File: src/rtl/trim_pkg.sv
package trim_pkg;
    localparam int VAL_W    = 8;
    localparam int N_FIELDS = 4;
    localparam int SEL_W    = $clog2(N_FIELDS);

    typedef enum logic [1:0] {
        FN_SENSE = 2'b00,
        FN_SIM   = 2'b01,
        FN_PROG  = 2'b10,
        FN_READ  = 2'b11
    } trim_func_e;

    typedef enum logic [1:0] {
        FLD_GAIN2  = 2'b00,
        FLD_GAIN1  = 2'b01,
        FLD_OFFSET = 2'b10,
        FLD_CTRL   = 2'b11
    } trim_field_e;

    typedef enum logic [2:0] {
        ST_IDLE,
        ST_SENSE,
        ST_SIM,
        ST_PROG,
        ST_READ
    } trim_state_e;
endpackage

File: src/rtl/trim_reg_bank.sv
module trim_reg_bank #(
    parameter int VAL_W    = 8,
    parameter int N_FIELDS = 4,
    parameter int SEL_W    = 2,
    parameter logic [N_FIELDS-1:0][VAL_W-1:0] MASKS = '0,
    parameter bit STICKY   = 1'b0
) (
    input  logic                           clk,
    input  logic                           rst_n,
    input  logic                           wr_en,
    input  logic [SEL_W-1:0]               wr_sel,
    input  logic [VAL_W-1:0]               wr_data,
    output logic [N_FIELDS-1:0][VAL_W-1:0] q
);
    for (genvar i = 0; i < N_FIELDS; i++) begin : g_field
        logic hit;
        assign hit = wr_en && (wr_sel == SEL_W'(i));

        if (STICKY) begin : g_sticky
            always_ff @(posedge clk or negedge rst_n) begin
                if (!rst_n)   q[i] <= '0;
                else if (hit) q[i] <= q[i] | (wr_data & MASKS[i]);
            end
            // once set, a fuse bit stays set
            a_r4_fuse_never_clears: assert property (@(posedge clk) disable iff (!rst_n)
                (q[i] & $past(q[i])) == $past(q[i]));
        end else begin : g_plain
            always_ff @(posedge clk or negedge rst_n) begin
                if (!rst_n)   q[i] <= '0;
                else if (hit) q[i] <= wr_data & MASKS[i];
            end
        end

        // bits above the field width never become set
        a_r3_upper_bits_zero: assert property (@(posedge clk) disable iff (!rst_n)
            (q[i] & ~MASKS[i]) == '0);
    end
endmodule

File: src/rtl/trim_select.sv
module trim_select #(
    parameter int VAL_W    = 8,
    parameter int N_FIELDS = 4,
    parameter int CTRL_IDX = 3
) (
    input  logic [N_FIELDS-1:0][VAL_W-1:0] shadow,
    input  logic [N_FIELDS-1:0][VAL_W-1:0] fuse,
    output logic [N_FIELDS-1:0][VAL_W-1:0] eff,
    output logic                           master
);
    assign master = fuse[CTRL_IDX][0];

    for (genvar i = 0; i < N_FIELDS; i++) begin : g_sel
        if (i == CTRL_IDX) begin : g_ctrl
            // bit 0 is the master fuse itself and never comes from a shadow copy
            assign eff[i] = {(master ? fuse[i][VAL_W-1:1] : shadow[i][VAL_W-1:1]),
                             fuse[i][0]};
        end else begin : g_data
            assign eff[i] = master ? fuse[i] : shadow[i];
        end
    end
endmodule

File: src/rtl/trim_fuse_ctrl.sv
module trim_fuse_ctrl
    import trim_pkg::*;
#(
    parameter int GAIN2_W = 3,
    parameter int GAIN1_W = 7,
    parameter int OFFS_W  = 8,
    parameter int CTRL_W  = 2
) (
    input  logic               clk,
    input  logic               rst_n,
    input  logic               cmd_valid,
    output logic               cmd_ready,
    input  logic [1:0]         cmd_func,
    input  logic [SEL_W-1:0]   cmd_param,
    input  logic [VAL_W-1:0]   cmd_value,
    output logic [GAIN2_W-1:0] gain2_code,
    output logic [GAIN1_W-1:0] gain1_code,
    output logic [OFFS_W-1:0]  offset_code,
    output logic               master_blown,
    output logic               test_fuse,
    output logic               rd_valid,
    output logic [VAL_W-1:0]   rd_data,
    output logic               sense_pulse
);
    localparam int CTRL_IDX = int'(FLD_CTRL);
    localparam logic [N_FIELDS-1:0][VAL_W-1:0] FIELD_MASKS = {
        VAL_W'((1 << CTRL_W) - 1),
        VAL_W'((1 << OFFS_W) - 1),
        VAL_W'((1 << GAIN1_W) - 1),
        VAL_W'((1 << GAIN2_W) - 1)
    };

    trim_state_e                    state_q, state_d;
    logic [SEL_W-1:0]               param_q;
    logic [VAL_W-1:0]               value_q;
    logic                           sh_wr, fu_wr;
    logic [N_FIELDS-1:0][VAL_W-1:0] shadow_q, fuse_q, eff;
    logic                           accept;

    assign accept = cmd_valid && cmd_ready;

    // state register
    always_ff @(posedge clk or negedge rst_n) begin
        if (!rst_n) state_q <= ST_IDLE;
        else        state_q <= state_d;
    end

    // next-state logic
    always_comb begin
        state_d = ST_IDLE;
        unique case (state_q)
            ST_IDLE: begin
                if (accept) begin
                    unique case (trim_func_e'(cmd_func))
                        FN_SENSE: state_d = ST_SENSE;
                        FN_SIM:   state_d = ST_SIM;
                        FN_PROG:  state_d = ST_PROG;
                        FN_READ:  state_d = ST_READ;
                    endcase
                end
            end
            ST_SENSE, ST_SIM, ST_PROG, ST_READ: state_d = ST_IDLE;
            default:                            state_d = ST_IDLE;
        endcase
    end

    // command capture
    always_ff @(posedge clk or negedge rst_n) begin
        if (!rst_n) begin
            param_q <= '0;
            value_q <= '0;
        end else if (accept) begin
            param_q <= cmd_param;
            value_q <= cmd_value;
        end
    end

    // outputs per state
    always_comb begin
        cmd_ready   = (state_q == ST_IDLE);
        sense_pulse = (state_q == ST_SENSE);
        sh_wr       = (state_q == ST_SIM);
        fu_wr       = (state_q == ST_PROG);
        rd_valid    = (state_q == ST_READ);
        rd_data     = rd_valid ? eff[param_q] : '0;
    end

    trim_reg_bank #(
        .VAL_W(VAL_W), .N_FIELDS(N_FIELDS), .SEL_W(SEL_W),
        .MASKS(FIELD_MASKS), .STICKY(1'b0)
    ) u_shadow (
        .clk(clk), .rst_n(rst_n), .wr_en(sh_wr), .wr_sel(param_q),
        .wr_data(value_q), .q(shadow_q)
    );

    trim_reg_bank #(
        .VAL_W(VAL_W), .N_FIELDS(N_FIELDS), .SEL_W(SEL_W),
        .MASKS(FIELD_MASKS), .STICKY(1'b1)
    ) u_fuse (
        .clk(clk), .rst_n(rst_n), .wr_en(fu_wr), .wr_sel(param_q),
        .wr_data(value_q), .q(fuse_q)
    );

    trim_select #(
        .VAL_W(VAL_W), .N_FIELDS(N_FIELDS), .CTRL_IDX(CTRL_IDX)
    ) u_select (
        .shadow(shadow_q), .fuse(fuse_q), .eff(eff), .master(master_blown)
    );

    assign gain2_code  = eff[int'(FLD_GAIN2)][GAIN2_W-1:0];
    assign gain1_code  = eff[int'(FLD_GAIN1)][GAIN1_W-1:0];
    assign offset_code = eff[int'(FLD_OFFSET)][OFFS_W-1:0];
    assign test_fuse   = eff[CTRL_IDX][1];

    // a read strobe lasts one cycle
    a_r6_read_single_beat: assert property (@(posedge clk) disable iff (!rst_n)
        rd_valid |=> !rd_valid);
    // every execute state lasts one cycle
    a_r8_busy_one_cycle: assert property (@(posedge clk) disable iff (!rst_n)
        !cmd_ready |=> cmd_ready);
    // a sense command leaves the trim outputs untouched
    a_r7_sense_keeps_trims: assert property (@(posedge clk) disable iff (!rst_n)
        sense_pulse |=> ($stable(gain2_code) && $stable(gain1_code) &&
                         $stable(offset_code) && $stable(test_fuse)));
    // once the master fuse is blown, shadow writes are inert
    a_r5_sim_inert_after_blow: assert property (@(posedge clk) disable iff (!rst_n)
        (state_q == ST_SIM && master_blown) |=>
            ($stable(gain2_code) && $stable(gain1_code) &&
             $stable(offset_code) && $stable(test_fuse)));
    // the master fuse never falls
    a_r4_master_stays: assert property (@(posedge clk) disable iff (!rst_n)
        $past(master_blown) |-> master_blown);
endmodule

File: config.mk
export PLATFORM = sky130hd
export DESIGN_NAME = trim_fuse_ctrl
export DESIGN_NICKNAME = d
export VERILOG_FILES = /design/src/rtl/trim_pkg.sv /design/src/rtl/trim_reg_bank.sv /design/src/rtl/trim_select.sv /design/src/rtl/trim_fuse_ctrl.sv
export SDC_FILE = /design/constraint.sdc
export NUM_CORES = 1
export LEC_CHECK = 0
export BUFFER_PORTS_ARGS = -buffer_cell sky130_fd_sc_hd__buf_2
export CAP_MARGIN = 20
export CORE_MARGIN = 5
export CORE_UTILIZATION = 58
export DETAILED_ROUTE_END_ITERATION = 10
export GPL_TIMING_DRIVEN = 0
export PLACE_DENSITY = 0.83
export SLEW_MARGIN = 20
export SYNTH_ARGS = -nofsm -noshare
export SYNTH_HDL_FRONTEND = slang
export SYNTH_SLANG_ARGS = --single-unit
export TNS_END_PERCENT = 50
File: constraint.sdc
create_clock -name clk -period 3.6 [get_ports clk]
set_input_delay 0.9 -clock clk [delete_from_list [all_inputs] [get_ports clk]]
set_output_delay 0.9 -clock clk [all_outputs]
set_load 0.005 [all_outputs]
Word level (Yosys, flattened, before mapping)
Index checks and enable logic that the tools add are counted.

word-level totals
  flip-flop bits (word level) = 65
  input port bits = 15
  output and inout port bits = 31

operators by class
  reductions and logical operators = 12
  equality and inequality tests = 10
  mux-type cells = 10
  magnitude comparators = 1
  bitwise operators = 4

operators by type and width
  operator                                            number
  2-to-1 mux 8 bit                                    5
  binary-select mux 8 bit (select 2 bit)              1
  one-hot mux 3 bit (4 select lines)                  1
  logical AND 1 bit                                   9
  == test 2 bit, second input constant                4
  bitwise OR 8 x 2 -> 8 bit                           1
  bitwise OR 8 x 3 -> 8 bit                           1
  bitwise OR 8 x 7 -> 8 bit                           1
  bitwise OR 8 bit                                    1
  2-to-1 mux 7 bit                                    1
  == test 3 x 2 -> 1 bit, second input constant       2
  2-to-1 mux 3 bit                                    2
  == test 2 x 1 -> 1 bit, second input constant       2
  logical NOT 2 bit                                   2
  == test 3 x 1 -> 1 bit, second input constant       1
  == test 3 bit, second input constant                1
  logical NOT 3 bit                                   1
  < comparator 2 x 3 -> 1 bit, second input constant  1

Longest topological paths before layout
Gate-level depths: netlist of the first run.

  depth after elaboration = 4
  depth in mapped cells = 5
  gate-level depth less buffers = 3

By module
Synthesis of the first run repeated with hierarchy kept, for this count alone.

unflattened totals
  cells, all modules = 221
  area, all modules = 2925.3 µm²

modules (own cells, without submodules)
  module                    area each (µm²)  cells an instance  instances
  trim_reg_bank (u_shadow)  883.3            57                 1
  trim_reg_bank (u_fuse)    823.3            60                 1
  trim_fuse_ctrl            820.8            68                 1
  trim_select               397.9            36                 1

Worst setup path before layout of the first run
Ideal clock, no wire load.

  path type = register -> output
  start point = register u_fuse.q[24] (netlist bit)
  end point = output rd_data[2]
  data arrival time = 1.280 ns
  setup slack = 1.420 ns
  stages on the path, launching flop included = 5
  cells stage by stage = dfrtp_1 buf_2 mux2_2 a22oi_1 a21oi_1

between the ends
  longest elaborated chain between the ends = 4
  elaborated cells between the ends (all ways) = 7

RTL lines
  what                                    RTL line              RTL
  from (decl)                             trim_reg_bank.sv:13   output logic [N_FIELDS-1:0][VAL_W-1:0] q
  from (signal, indexed assignment)       trim_reg_bank.sv:22   else if (hit) q[i] <= q[i] | (wr_data & MASKS[i]);
  2-to-1 mux 8 bit                        trim_select.sv:19     assign eff[i] = master ? fuse[i] : shadow[i];
  net gain1_code[2]                       trim_fuse_ctrl.sv:17  output logic [GAIN1_W-1:0] gain1_code,
  binary-select mux 8 bit (select 2 bit)  trim_fuse_ctrl.sv:85  rd_data = rd_valid ? eff[param_q] : '0;
  2-to-1 mux 8 bit (implied by the code)  trim_fuse_ctrl.sv:85
  2-to-1 mux 8 bit                        trim_fuse_ctrl.sv:85
  to (decl)                               trim_fuse_ctrl.sv:22  output logic [VAL_W-1:0] rd_data,

The timed path passes the listed nets, and every way through them passes these cells. The select of a mux whose other input is x is not followed.

Final worst setup path of the first run
  start point = register u_fuse.q[24] (netlist bit)
  end point = output rd_data[2]

between the ends
  longest elaborated chain between the ends = 4
  elaborated cells between the ends (all ways) = 7

RTL lines
  what                                                         RTL line
  2-to-1 mux 8 bit / 2-to-1 mux 7 bit (equally long branches)  trim_select.sv:19, trim_select.sv:16
  binary-select mux 8 bit (select 2 bit) (*)                   trim_fuse_ctrl.sv:85
  2-to-1 mux 8 bit (implied by the code) (*)                   trim_fuse_ctrl.sv:85
  2-to-1 mux 8 bit (*)                                         trim_fuse_ctrl.sv:85

Every way passes the cells marked *; elsewhere a longest branch is shown, timed or not. The select of a mux whose other input is x is not followed.

==> results.yml, run 1 <==
sta:
  tns_ps: 0
  tightest_slew_ps: 685.3
  period_share_pct: 77.58
  rsz0062_at_grt: "no"
  drv_slew: 0
  hold_violations: 0
  fin_crit_ps: 2793
  whs_ps: 457.6
  slew_headroom_pct: 54.14
  skew_ps: 7.468
  finalSetupViolations: 0
  timing.fmax_ghz: 0.3580
floorplanning:
  die_area_mm2: 0.005437
  rows: 23
  coreArea_mm2: 0.003971
  num_io_pins: 46
  die_y_um: 73.74
  start_util_pct: 59.33
  die_w_um: 73.74
final_layout:
  final_nets: 251
  final_common_cell: "dfrtp_1"
  final_cell_mix: "52 x dfrtp_1, 49 x buf_2, 47 x mux2_2, 20 x a21o_1, 10 x nor2_1"
  antenna_cells: 0
  drive_above_1_share_pct: 47.01
  synthToLayoutAreaGrowth_pct: 16.89
  fillers: 293
min_path:
  hp-class: "flip-flop to flip-flop"
detailed_routing:
  routedWlPerCell_um: 16.93
  vias: 1573
  first_iter_violations: 127
  route.detailed.drc: 0
  ant_nets: 0
  viasPerCell: 5.539
  drtPass1Iterations: 4
  routed_wl_um: 4808
clock_network:
  cts_buffer_depth: 2
  cts.sinks: 52
  root_buffer: "clkbuf_8"
  post_cts_resized: 0
  clock_latency_ps: 310
  cts_tree: "done"
  cts_hold_buf: 0
  post_cts_buffers: 0
  cts.clk_slew.worst_paths_ps: 90
  cts_inserted_buffers: 5
  htree_levels: 2
placed_design:
  portBuffers: 45
  gp_congestion: 0.7553
  dp_hpwl_um: 3310
pwr:
  p_leak_nw: 1.477
  ir_drop_mv: 0.4556
  power.density_mw_per_mm2: 707.4
  p_total_mw: 1.948
outcome:
  status: "finished, final reports clean"
global_route:
  track_usage_pct: 19.39
  grt_max_degree: 53
  grt_pass1_wl_um: 7879
  grt_pass1_vias: 1568
  gr-total-overflow: 0
  antenna_found_initial: 0
logic_synthesis:
  synth_edf_count: 0
  yosysSeqAreaShare_pct: 55.23
  synth_nets: 199
  avgSynthCellArea_um2: 13.02
  synth_flop_cell: "dfrtp_1"
  ys_types: 28
  netlist_instances: 181
  netlist_area_mm2: 0.002356
  ys_ff_latch: 52
  async_reset_ff_share_pct: 100.0
  yosys_warnings: 0
flow_run:
  max_cap_viol_count: 0
critical_path:
  critPathMaxFanout: 10
  crit_arrival_ps: 1890
  cp.required_ps: 2700
  endpoint_kind: "output port"
  critPathKind: "flip-flop to output port"
  cp-start-kind: "flip-flop"
metrics by stage:
| stage | instance area, um^2 | std cells | worst slack (ps) | utilization (%) |
|---|---|---|---|---|
| floorplan | 2356 | 181 | 1420 | - |
| global placement | 2644 | 276 | 1156 | 66.57 |
| detailed placement | 2646 | 276 | 1161 | 66.64 |
| CTS | 2754 | 284 | 820.4 | 69.34 |
| global route | 2754 | 284 | 710.0 | 69.34 |
| finish | 2754 | 284 | 807.0 | 69.34 |
kinds of logic after synthesis:
group	Yosys count	share of synthesized area, %
mux	47	22.46
fa+ha+maj	3	1.593
buf+inv	12	2.336
simple gates	34	8.179
flops	52	55.23
compound gates	33	10.20
Yosys cell counts (3+ instances only):
master / count / share of area (%)
nor2_1: 10 / 1.6
inv_1: 4 / 0.64
a22oi_1: 7 / 2.2
a21o_1: 20 / 6.4
dfrtp_1: 52 / 55
nand2_1: 7 / 1.1
mux2_2: 47 / 22
buf_2: 5 / 1.1
ha_1: 3 / 1.6
final timing paths:
kind / start / to / slack [ps] / depth (start not counted)
min in group asynchronous: rst_n / value_q[1]$_DFFE_PN0N_ / 610 / 1
max reg2reg: state_q[2]$_DFF_PN0_ / value_q[1]$_DFFE_PN0N_ / 2000 / 4
min reg2reg: u_fuse.q[25]$_DFFE_PN0P_ / u_fuse.q[25]$_DFFE_PN0P_ / 460 / 1
max: u_fuse.q[24]$_DFFE_PN0P_ / rd_data[2] / 810 / 5
max in group asynchronous: rst_n / value_q[4]$_DFFE_PN0N_ / 2570 / 1
min: u_fuse.q[25]$_DFFE_PN0P_ / u_fuse.q[25]$_DFFE_PN0P_ / 460 / 1
routing by layer:
| layer | vias to the layer above | wire, um | GRT usage [%] |
|---|---|---|---|
| met1 | 785 | 2201 | 27.01 |
| met4 | 0 | 67 | 7.243 |
| met3 | 5 | 235 | 4.378 |
| met5 | - | 0 | 0 |
| li1 | 748 | - | - |
| met2 | 35 | 2304 | 29.63 |
report_power, final:
group	switching (mW)	leakage, nW	internal (mW)
Sequential	0.118	0.659	0.775
Combinational	0.286	0.763	0.377
Clock	0.185	0.0552	0.206
Total	0.589	1.48	1.36
flip-flops by register name, summed over array words and instances (netlist names):
signal      count
state_q         3
param_q         2
value_q         8
u_shadow.q     19
u_fuse.q       20
worst max-delay path, cell delays in order, from the launching register on:
cell     delay, ps
dfrtp_1        470
buf_2          310
mux2_2         380
a22oi_1        190
a21oi_1         80
buf_2          140
layout make-up:
| class | count | area [um^2] | share of cell area (%) |
|---|---|---|---|
| sequential | 52 | 1301 | 47.25 |
| multi-input combinational | 117 | 999.7 | 36.30 |
| timing repair buffer | 45 | 227.7 | 8.269 |
| clock buffer | 6 | 72.57 | 2.635 |
| tap | 50 | 62.56 | 2.272 |
| buffer | 8 | 40.04 | 1.454 |
| clock inverter | 2 | 35.03 | 1.272 |
| inverter | 4 | 15.01 | 0.5452 |
Note: power is estimated with default switching activity, not from simulation.
==> run 2, diff against run 1 <==
- CORE_UTILIZATION: 58 -> 54
- PLACE_DENSITY: 0.83 -> 0.78
- clock period: 3.6 -> 2.6 ns (I/O delays scaled with it)
==> results.yml, run 2 (synthesized netlist as in run 1, its figures left out) <==
floorplanning:
  start_util_pct: 54.87
  die_area_mm2: 0.005784
  num_io_pins: 46
  rows: 24
  coreArea_mm2: 0.004294
  die_w_um: 76.05
  die_y_um: 76.05
critical_path:
  crit_arrival_ps: 1840
  critPathKind: "flip-flop to output port"
  crit_path_max_incr_delay_ps: 480
  cp-start-kind: "flip-flop"
  critPathMaxFanout: 10
  path_cells: "buf_4, mux2_2, a22oi_1, a21oi_1, buf_2"
  cp_top_family: "flip-flops"
  reg2reg_slack_ps: 1000
  endpoint_kind: "output port"
  crit_path_top_delay_cell: "dfrtp_1"
  crit_buf_inv: 2
  cp.required_ps: 1950
detailed_routing:
  route.detailed.drc: 0
  routedWlPerCell_um: 17.08
  vias: 1567
  routed_wl_um: 4886
  ant_nets: 0
  first_iter_violations: 52
  viasPerCell: 5.479
  drtPass1Iterations: 4
final_layout:
  final_common_cell: "dfrtp_1"
  top_register: "u_fuse.q"
  fillers: 358
  final_nets: 251
  drive_above_1_share_pct: 47.44
  post-route-util_pct: 63.78
  final_cell_mix: "52 x dfrtp_1, 48 x buf_2, 47 x mux2_2, 20 x a21o_1, 10 x nor2_1"
  final_cells: 286
  antenna_cells: 0
  postLayoutCellArea_mm2: 0.002739
  seqCellArea_mm2: 0.001301
  multiInputGateArea_um2: 999.7
  reg_top3: "u_fuse.q (20), u_shadow.q (19), value_q (8)"
  largest_reg_flops: 20
  synthToLayoutAreaGrowth_pct: 16.25
pwr:
  p_seq_share_pct: 47.4
  clockPowerShare_pct: 17.1
  netSwitchingPower_uw: 818.5
  power.density_mw_per_mm2: 950.8
  internal-power_mw: 1.786
  ir_drop_mv: 0.4622
  swShare_pct: 31.43
  combPwrFrac_pct: 35.5
  p_leak_nw: 1.470
sta:
  slew_headroom_pct: 56.68
  tns_ps: 0
  fin_crit_ps: 2492
  drv_slew: 0
  skew_ps: 11.26
  rsz0062_at_grt: "no"
  finalSetupViolations: 0
  timing.fmax_ghz: 0.4013
  period_share_pct: 95.83
  tightest_slew_ps: 647.4
  hold_violations: 0
clock_network:
  htree_levels: 2
  post_cts_buffers: 0
  clock_latency_ps: 300
  cts_tree: "done"
  cts_inserted_buffers: 5
  cts.sinks: 52
  root_buffer: "clkbuf_8"
  cts.clk_slew.worst_paths_ps: 100
  cts_buffer_depth: 2
global_route:
  antenna_found_initial: 0
  gr-total-overflow: 0
  grt_pass1_vias: 1664
  grt_pass1_wl_um: 8411
  grt_max_degree: 53
  track_usage_pct: 18.24
placed_design:
  portBuffers: 45
  dp_hpwl_um: 3499
  gp_congestion: 0.7712
  place_inst: 278
  dpl_cell_area_mm2: 0.002649
outcome:
  status: "finished, final reports clean"
flow_run:
  max_cap_viol_count: 0
min_path:
  hp-class: "input pin to asynchronous set/reset pin"
-- run 2: cell count changes in the layout (fill, tap and decap cells not counted), sizes merged --
cell and delta:
clkbuf -1, clkinv +2, bufinv -1
-- run 2: per-stage QoR --
| stage | worst slack, ps | hold slack [ps] | total power [mW] |
|---|---|---|---|
| after floorplan | 669.6 | 354.4 | 1.822 |
| after global placement | 343.6 | 432.2 | 2.148 |
| after detailed placement | 353.8 | 437.8 | 2.190 |
| after CTS | 7.389 | 386.9 | 2.637 |
| after global routing | 3.070 | 416.9 | 2.795 |
| final | 108.3 | 372.7 | 2.604 |
-- run 2: area by class of cell --
| class | instances | share of cell area (%) |
|---|---|---|
| well taps | 52 | 2.376 |
| clock buffers | 5 | 2.513 |
| plain buffers | 8 | 1.553 |
| multi-input cells | 117 | 36.50 |
| clock inverters | 3 | 0.6852 |
| inverters | 4 | 0.5482 |
| flip-flops and latches | 52 | 47.51 |
| repair buffers | 45 | 8.314 |
-- run 2: power groups by stage --
stage          registers [mW]  logic, mW  clock network [mW]
2_1_floorplan            1.20      0.625                   0
3_3_place_gp             1.23      0.915                   0
3_5_place_dp             1.25      0.938                   0
4_1_cts                  1.23      0.941               0.461
5_1_grt                  1.27       1.03               0.494
6_report                 1.23      0.924               0.446
-- run 2: worst paths after layout --
| check | start | to | cells past startpoint |
|---|---|---|---|
| max | u_fuse.q[24]$_DFFE_PN0P_ | rd_data[2] | 5 |
| min | rst_n | u_shadow.q[10]$_DFFE_PN0P_ | 1 |
| max reg2reg | state_q[2]$_DFF_PN0_ | value_q[6]$_DFFE_PN0N_ | 4 |
| min reg2reg | u_fuse.q[12]$_DFFE_PN0P_ | u_fuse.q[12]$_DFFE_PN0P_ | 1 |
| max in group asynchronous | rst_n | u_fuse.q[9]$_DFFE_PN0P_ | 1 |
| min in group clk | u_fuse.q[12]$_DFFE_PN0P_ | u_fuse.q[12]$_DFFE_PN0P_ | 1 |
-- run 2: layer usage --
layer / vias up / track usage, % / share of wire (%)
met5: - / 0 / 0
li1: 748 / - / -
met4: 0 / 3.671 / 0.94
met1: 777 / 23.97 / 45
met3: 6 / 5.437 / 4.9
met2: 36 / 30.05 / 49
-- run 2: what timing repair did --
| item | CTS | global route |
|---|---|---|
| hold endpoints to repair | 0 | 0 |
| gates resized for setup | 0 | 2 |
| endpoints found under the setup margin | 0 | 4 |
| hold buffers | 0 | 0 |
-- run 2: worst register-to-register path: stages, from the launching register on --
cell,delay (ps)
dfrtp_1,470
nor3_2,260
and2_1,180
buf_4,210
mux2_2,370
